### src/rtl/dac_ovr_pkg.sv
// Package: shared power-mode encoding and force-code constants.
// Assumes 2-bit power-down codes as the register file stores them.
package dac_ovr_pkg;
    typedef enum logic [1:0] {
        PM_ACTIVE = 2'b00,
        PM_TERM1K = 2'b01,
        PM_TERM100K = 2'b10,
        PM_HIZ = 2'b11
    } pmode_e;

    // Midscale code: top bit set, rest clear, for any code width.
    function automatic logic [31:0] mid_code(input int unsigned w);
        return 32'd1 << (w - 1);
    endfunction
endpackage

### src/rtl/dac_pin_sync.sv
// Module: dac_pin_sync
// Brings NPIN asynchronous active-low pins into the clock domain through
// STAGES flip-flops per pin. Reset loads the inactive (high) level.
// Assumes the pins are glitch-free and held for more than one clock.
module dac_pin_sync #(
    parameter int NPIN   = 6,
    parameter int STAGES = 2
) (
    input  logic            clk,
    input  logic            rst_n,
    input  logic [NPIN-1:0] pin_n_i,
    output logic [NPIN-1:0] pin_n_o
);
    genvar g;
    generate
        for (g = 0; g < NPIN; g++) begin : g_pin
            logic [STAGES-1:0] chain;
            // Shift the pin level through the synchroniser chain.
            always_ff @(posedge clk) begin
                if (!rst_n) chain <= '1;
                else        chain <= {chain[STAGES-2:0], pin_n_i[g]};
            end
            assign pin_n_o[g] = chain[STAGES-1];
        end
    endgenerate
endmodule

### src/rtl/dac_lock_track.sv
// Module: dac_lock_track
// Per-channel state: the power-down snapshot taken at lockout entry, a
// hold flag that selects the snapshot until the next write, the
// rewritten-during-lockout flag and the reload flag.
// Assumes the lockout and force inputs are already synchronised and active high.
module dac_lock_track #(
    parameter int NCH = 8
) (
    input  logic           clk,
    input  logic           rst_n,
    input  logic           lock_a,
    input  logic [2:0]     force_a,
    input  logic [NCH*2-1:0] pd_bits_i,
    input  logic [NCH-1:0] pd_wr_i,
    input  logic [NCH-1:0] wr_busy_i,
    output logic [NCH*2-1:0] snap_o,
    output logic [NCH-1:0] held_o,
    output logic [NCH-1:0] rewr_o,
    output logic [NCH-1:0] reload_o
);
    logic       lock_q;
    logic [2:0] force_q;
    logic       lock_fall;
    logic       force_fall;

    // Remember last-cycle pin levels for edge detection.
    always_ff @(posedge clk) begin
        if (!rst_n) begin
            lock_q  <= 1'b0;
            force_q <= 3'b000;
        end else begin
            lock_q  <= lock_a;
            force_q <= force_a;
        end
    end

    assign lock_fall  = lock_a & ~lock_q;
    assign force_fall = |(force_a & ~force_q);

    genvar c;
    generate
        for (c = 0; c < NCH; c++) begin : g_ch
            logic [1:0] snap_q;
            logic       held_q, rewr_q, reload_q, busy_q;

            // Capture the snapshot at lockout entry; a strobe drops it.
            always_ff @(posedge clk) begin
                if (!rst_n) begin
                    snap_q <= 2'b00;
                    held_q <= 1'b0;
                end else if (lock_fall) begin
                    snap_q <= pd_bits_i[2*c +: 2];
                    held_q <= 1'b1;
                end else if (pd_wr_i[c]) begin
                    held_q <= 1'b0;
                end
            end

            // Track a power-down write during the current lockout.
            always_ff @(posedge clk) begin
                if (!rst_n)                   rewr_q <= 1'b0;
                else if (lock_fall)           rewr_q <= pd_wr_i[c];
                else if (lock_a && pd_wr_i[c]) rewr_q <= 1'b1;
            end

            // Mark reload on a force fall during a write; clear on a new write.
            always_ff @(posedge clk) begin
                if (!rst_n) begin
                    reload_q <= 1'b0;
                    busy_q   <= 1'b0;
                end else begin
                    busy_q <= wr_busy_i[c];
                    if (force_fall && wr_busy_i[c])   reload_q <= 1'b1;
                    else if (wr_busy_i[c] && !busy_q) reload_q <= 1'b0;
                end
            end

            assign snap_o[2*c +: 2] = snap_q;
            assign held_o[c]        = held_q;
            assign rewr_o[c]        = rewr_q;
            assign reload_o[c]      = reload_q;
        end
    endgenerate
endmodule

### src/rtl/dac_chan_sel.sv
// Module: dac_chan_sel
// Combinational selection of one channel's effective code and power mode.
// Code priority: zero, midscale, full scale, register.
// Mode priority: 1k shutdown, 100k/high-Z shutdown, lockout (active),
// snapshot when held, stored bits.
module dac_chan_sel
    import dac_ovr_pkg::*;
#(
    parameter int DW          = 12,
    parameter bit HIZ_VARIANT = 1'b0
) (
    input  logic [DW-1:0] reg_code_i,
    input  logic [1:0]    pd_bits_i,
    input  logic [1:0]    snap_i,
    input  logic          held_i,
    input  logic          zero_a,
    input  logic          mid_a,
    input  logic          full_a,
    input  logic          lock_a,
    input  logic          sd1k_a,
    input  logic          sd100k_a,
    output logic [DW-1:0] code_o,
    output logic [1:0]    mode_o
);
    localparam logic [DW-1:0] MID_CODE = DW'(mid_code(DW));
    localparam pmode_e SD_ALT = HIZ_VARIANT ? PM_HIZ : PM_TERM100K;

    // Pick the output code by override priority.
    always_comb begin
        if (zero_a)      code_o = '0;
        else if (mid_a)  code_o = MID_CODE;
        else if (full_a) code_o = '1;
        else             code_o = reg_code_i;
    end

    // Pick the power mode by override priority.
    always_comb begin
        if (sd1k_a)        mode_o = PM_TERM1K;
        else if (sd100k_a) mode_o = SD_ALT;
        else if (lock_a)   mode_o = PM_ACTIVE;
        else if (held_i)   mode_o = snap_i;
        else               mode_o = pd_bits_i;
    end
endmodule

### src/rtl/dac_ovr_ctrl.sv
// Module: dac_ovr_ctrl (top)
// Applies the asynchronous override pins to the eight channels' register
// codes and power-down codes without changing the stored values, flags
// illegal pin combinations, and tracks lockout and reload state.
// Assumes the register file presents its contents continuously and
// pulses pd_wr_i for one clock on every power-down write.
module dac_ovr_ctrl #(
    parameter int NCH         = 8,
    parameter int DW          = 12,
    parameter int SYNC_STAGES = 2,
    parameter bit HIZ_VARIANT = 1'b0
) (
    input  logic              clk,
    input  logic              rst_n,
    input  logic [NCH*DW-1:0] reg_code_i,
    input  logic [NCH*2-1:0]  pd_bits_i,
    input  logic [NCH-1:0]    pd_wr_i,
    input  logic [NCH-1:0]    wr_busy_i,
    input  logic              force_full_n,
    input  logic              force_mid_n,
    input  logic              force_zero_n,
    input  logic              lock_n,
    input  logic              sd1k_n,
    input  logic              sd100k_n,
    output logic [NCH*DW-1:0] out_code_o,
    output logic [NCH*2-1:0]  out_mode_o,
    output logic [NCH-1:0]    reload_o,
    output logic [NCH-1:0]    pd_rewr_o,
    output logic              force_err_o,
    output logic              lock_err_o
);
    localparam int NPIN = 6;

    logic [NPIN-1:0]  pins_s;
    logic             zero_a, mid_a, full_a, lock_a, sd1k_a, sd100k_a;
    logic [NCH*2-1:0] snap;
    logic [NCH-1:0]   held;

    dac_pin_sync #(.NPIN(NPIN), .STAGES(SYNC_STAGES)) u_sync (
        .clk    (clk),
        .rst_n  (rst_n),
        .pin_n_i({sd100k_n, sd1k_n, lock_n, force_zero_n, force_mid_n, force_full_n}),
        .pin_n_o(pins_s)
    );

    assign full_a   = ~pins_s[0];
    assign mid_a    = ~pins_s[1];
    assign zero_a   = ~pins_s[2];
    assign lock_a   = ~pins_s[3];
    assign sd1k_a   = ~pins_s[4];
    assign sd100k_a = ~pins_s[5];

    assign force_err_o = (zero_a & mid_a) | (zero_a & full_a) | (mid_a & full_a);
    assign lock_err_o  = lock_a & (sd1k_a | sd100k_a);

    dac_lock_track #(.NCH(NCH)) u_track (
        .clk      (clk),
        .rst_n    (rst_n),
        .lock_a   (lock_a),
        .force_a  ({zero_a, mid_a, full_a}),
        .pd_bits_i(pd_bits_i),
        .pd_wr_i  (pd_wr_i),
        .wr_busy_i(wr_busy_i),
        .snap_o   (snap),
        .held_o   (held),
        .rewr_o   (pd_rewr_o),
        .reload_o (reload_o)
    );

    genvar c;
    generate
        for (c = 0; c < NCH; c++) begin : g_sel
            dac_chan_sel #(.DW(DW), .HIZ_VARIANT(HIZ_VARIANT)) u_sel (
                .reg_code_i(reg_code_i[DW*c +: DW]),
                .pd_bits_i (pd_bits_i[2*c +: 2]),
                .snap_i    (snap[2*c +: 2]),
                .held_i    (held[c]),
                .zero_a    (zero_a),
                .mid_a     (mid_a),
                .full_a    (full_a),
                .lock_a    (lock_a),
                .sd1k_a    (sd1k_a),
                .sd100k_a  (sd100k_a),
                .code_o    (out_code_o[DW*c +: DW]),
                .mode_o    (out_mode_o[2*c +: 2])
            );
        end
    endgenerate
endmodule

### config.mk
export PLATFORM = sky130hd
export DESIGN_NAME = dac_ovr_ctrl
export DESIGN_NICKNAME = d
export VERILOG_FILES = /design/src/rtl/dac_ovr_pkg.sv /design/src/rtl/dac_pin_sync.sv /design/src/rtl/dac_lock_track.sv /design/src/rtl/dac_chan_sel.sv /design/src/rtl/dac_ovr_ctrl.sv
export SDC_FILE = /design/constraint.sdc
export NUM_CORES = 1
export LEC_CHECK = 0
export ABC_AREA = 1
export BUFFER_PORTS_ARGS = -buffer_cell sky130_fd_sc_hd__buf_2
export CAP_MARGIN = 40
export CORE_AREA = 4 4 100 102
export DETAILED_ROUTE_END_ITERATION = 6
export DIE_AREA = 0 0 104 106
export PLACE_DENSITY_LB_ADDON = 0.25
export SYNTH_ARGS = -nofsm -noshare
export SYNTH_HDL_FRONTEND = slang
export SYNTH_HIERARCHICAL = 1
export SYNTH_SLANG_ARGS = --single-unit
### constraint.sdc
create_clock -name clk -period 2.1 [get_ports clk]
set_input_delay 0.105 -clock clk [delete_from_list [all_inputs] [get_ports clk]]
set_output_delay 0.105 -clock clk [all_outputs]
set_load 0.01 [all_outputs]
==> key figures <==
STA
  – Slew @ Worst Pin: 0.513 ns
  – Total negative slack: 0 ns
  – RSZ-0062 raised after global routing: no
  – Fin crit period: between 1.5 and 2 ns
  – Slew Viols, Final: 0
  – Highest clock rate: 0.567 GHz
  – Relative slew margins: about two thirds
  – # setup viols final: 0
  – Post-route clock period utilization: approximately 84%
  – Final hold violations: 0
  – Setup Skew: 0.0112 ns

Layout
  – Most common cell after layout, fill and taps aside: buf_2
  – Final net count: roughly 1,000
  – Area growth syn-to-layout: 36.6%
  – Layout cell share with drive strength beyond 1: between 30% and 40%
  – Commonest cells after routing, fill and taps aside: buf_2 (265), nor2_1 (232), inv_1 (87)
  – Layout Cells excl Fill: 978

Clocking
  – Max clock buf depth: 2
  – Post-CTS Setup Inserts: 0
  – Clock root cell: clkbuf_8
  – Clock transition at path regs: ~0.070 ns
  – H-tree depth: 3
  – Clk sink count: 64
  – Cts repair resizes: 0
  – Clk Latency, worst-skew pair: about 0.33 ns
  – CTS tree: done
  – CTS Buf Count: 9

Setup path
  – Startpoint Class: flip-flop
  – Crit path max-delay family: simple AND/OR/NAND/NOR gates
  – CP Class: flip-flop to primary output
  – CP required: 2.00 ns
  – Crit path cell chain: inv_1 > or2_4 > nor2_1 > buf_2
  – CP Data Arrival Time: between 1.5 and 2 ns
  – Critical path's largest stage delay: 0.40 ns
  – CP max FO: 19
  – Setup crit end kind: primary output
  – Slowest stage cell on the critical path: or2_4
  – Crit path buf inv count: 2

Die
  – Die area: 11,000 µm²
  – Core Region: roughly 9000 µm²
  – FP Rows: 35
  – Die H: 106 µm
  – I/O pins: 266
  – Die W: ~100 µm
  – Initial Util: between 40% and 50%

Route
  – TritonRoute pass-1 iters: 4
  – DR iter-0 viols: about 340
  – Antenna Nets Post-Route: 0
  – Overall routed net length: between 10 and 15 mm
  – DR WL/cell: between 10 and 15 µm
  – Via count: around 4.4k
  – Vias/cell: 4.54
  – Drt drc: 0

Global routing
  – Initial antenna violation count: 1
  – Largest net degree at the start of global routing: 51
  – Gr usage total: roughly a quarter
  – Vias in the first global route: between 4k and 5k
  – Global route total overflow: 0
  – Global-route wire length before repair: between 20 and 25 mm

Yosys
  – YS warnings: 6
  – Synthesized cell area: 3800 µm²
  – Synth Instances: 622
  – Sequential fraction of the synthesis area: 33.7%
  – Unique cell type count in the Yosys netlist: 18
  – Number of synthesized register bits: 64
  – Synth Net Count: 758
  – Syn Area/Cell: 6.11 µm²

Placement
  – DP HPWL: between 10 and 15 mm
  – Dpl cells: roughly 950
  – Final GP Congestion: about 0.94
  – PortBufs: 265

Job
  – Max Cap Viol: 0

Worst hold path
  – Hold WC Path Type: input port to flip-flop

Power and ir drop
  – Leakage: 3.01 nW
  – Power Dens Cells: a little over 600 nW/µm²
  – Max VDD drop: 0.000399 V

Status
  – Status: completed
## Yosys cell counts
master / n / area [µm²]
nor2_1: 232 / 871
inv_1: 88 / 330
nand2_1: 79 / 297
dfxtp_1: 64 / 1280
buf_4: 34 / 255
o21ai_0: 30 / 150
nand3_1: 25 / 125
a21oi_1: 17 / 85.1
buf_6: 12 / 135
buf_2: 9 / 45.0
nor3_1: 8 / 40.0
o21bai_1: 8 / 60.1
or2_4: 8 / 70.1
inv_2: 3 / 11.3
o21ai_1: 2 / 10.0
buf_8: 1 / 15.0
inv_6: 1 / 8.76
nand2_4: 1 / 11.3
## worst register-to-register path, stage by stage, from the launching register on
cell	delay (ns)
dfxtp_1	0.31
inv_1	0.29
nand2_4	0.29
inv_6	0.22
nor2_1	0.07
nor2_1	0.10
## layer usage
layer,vias to the layer above,wire length [µm],track usage (%)
met5,-,0,0
met4,0,246,6.74
met3,18,849,5.53
met2,167,6890,42.7
met1,1957,5670,28.3
li1,2296,-,-
## flip-flops by register name, indices dropped and copies added, names as in the netlist
name and cells:
u_sync/g_pin.chain 12, u_track/force_q 3, u_track/g_ch.busy_q 8, u_track/g_ch.held_q 8
u_track/g_ch.reload_q 8, u_track/g_ch.rewr_q 8, u_track/g_ch.snap_q 16, u_track/lock_q 1
## stage by stage
step	hold WS [ns]	util [%]	cell area, µm²	setup WS [ns]	total power [mW]
global route	0.0228	57.0	5190	0.251	3.43
finish	0.0302	57.0	5190	0.336	3.23
detailed placement	0.279	53.3	4850	0.697	2.20
floorplan	0.174	-	3800	0.717	1.84
global placement	0.280	53.3	4850	0.722	2.19
CTS	0.00949	57.0	5190	0.335	3.26
## area by class of cell
class	instances	area, µm²
Sequential cell	64	1280
Multi-Input combinational cell	410	1720
Fill cell	929	3920
Timing Repair Buffer	284	1500
Clock buffer	11	141
Tap cell	111	139
Clock inverter	5	56.3
Inverter	92	350
Antenna cell	1	2.50
## where the power goes
part | internal [mW] | switching [mW] | total (mW)
Combinational | 0.387 | 0.505 | 0.891
Sequential | 1.27 | 0.0304 | 1.30
Clock | 0.579 | 0.454 | 1.03
## cell families (layout without fill, tap and decap cells)
family	after synthesis	after routing	synth area share (%)
AO/OA/AOI/OAI	57	57	8.03
buffers and inverters	148	392	21.1
flip-flops	64	64	33.7
other	0	1	0
AND/OR/NAND/NOR	353	353	37.2
## path summary, 6_finish.rpt
| path | start | to | slack, ns | cells after the start |
|---|---|---|---|---|
| worst max register to register | u_sync/g_pin[3].chain[1]$_SDFF_PN1_ | u_track/g_ch[2].snap_q[1]$_SDFFE_PN0P_ | 0.76 | 5 |
| worst max-delay path | u_sync/g_pin[2].chain[1]$_SDFF_PN1_ | out_code_o[13] | 0.34 | 4 |
| worst min-delay path | pd_wr_i[2] | u_track/g_ch[2].held_q$_SDFFE_PN0P_ | 0.03 | 4 |
| worst min register to register | u_sync/g_pin[2].chain[0]$_SDFF_PN1_ | u_sync/g_pin[2].chain[1]$_SDFF_PN1_ | 0.41 | 2 |
## repair_timing
item / CTS / global route
endpoints found under the hold margin: 14 / 0
endpoints found under the setup margin: 0 / 0
hold buffers: 14 / 0
Power figures use the tool's default switching activity.
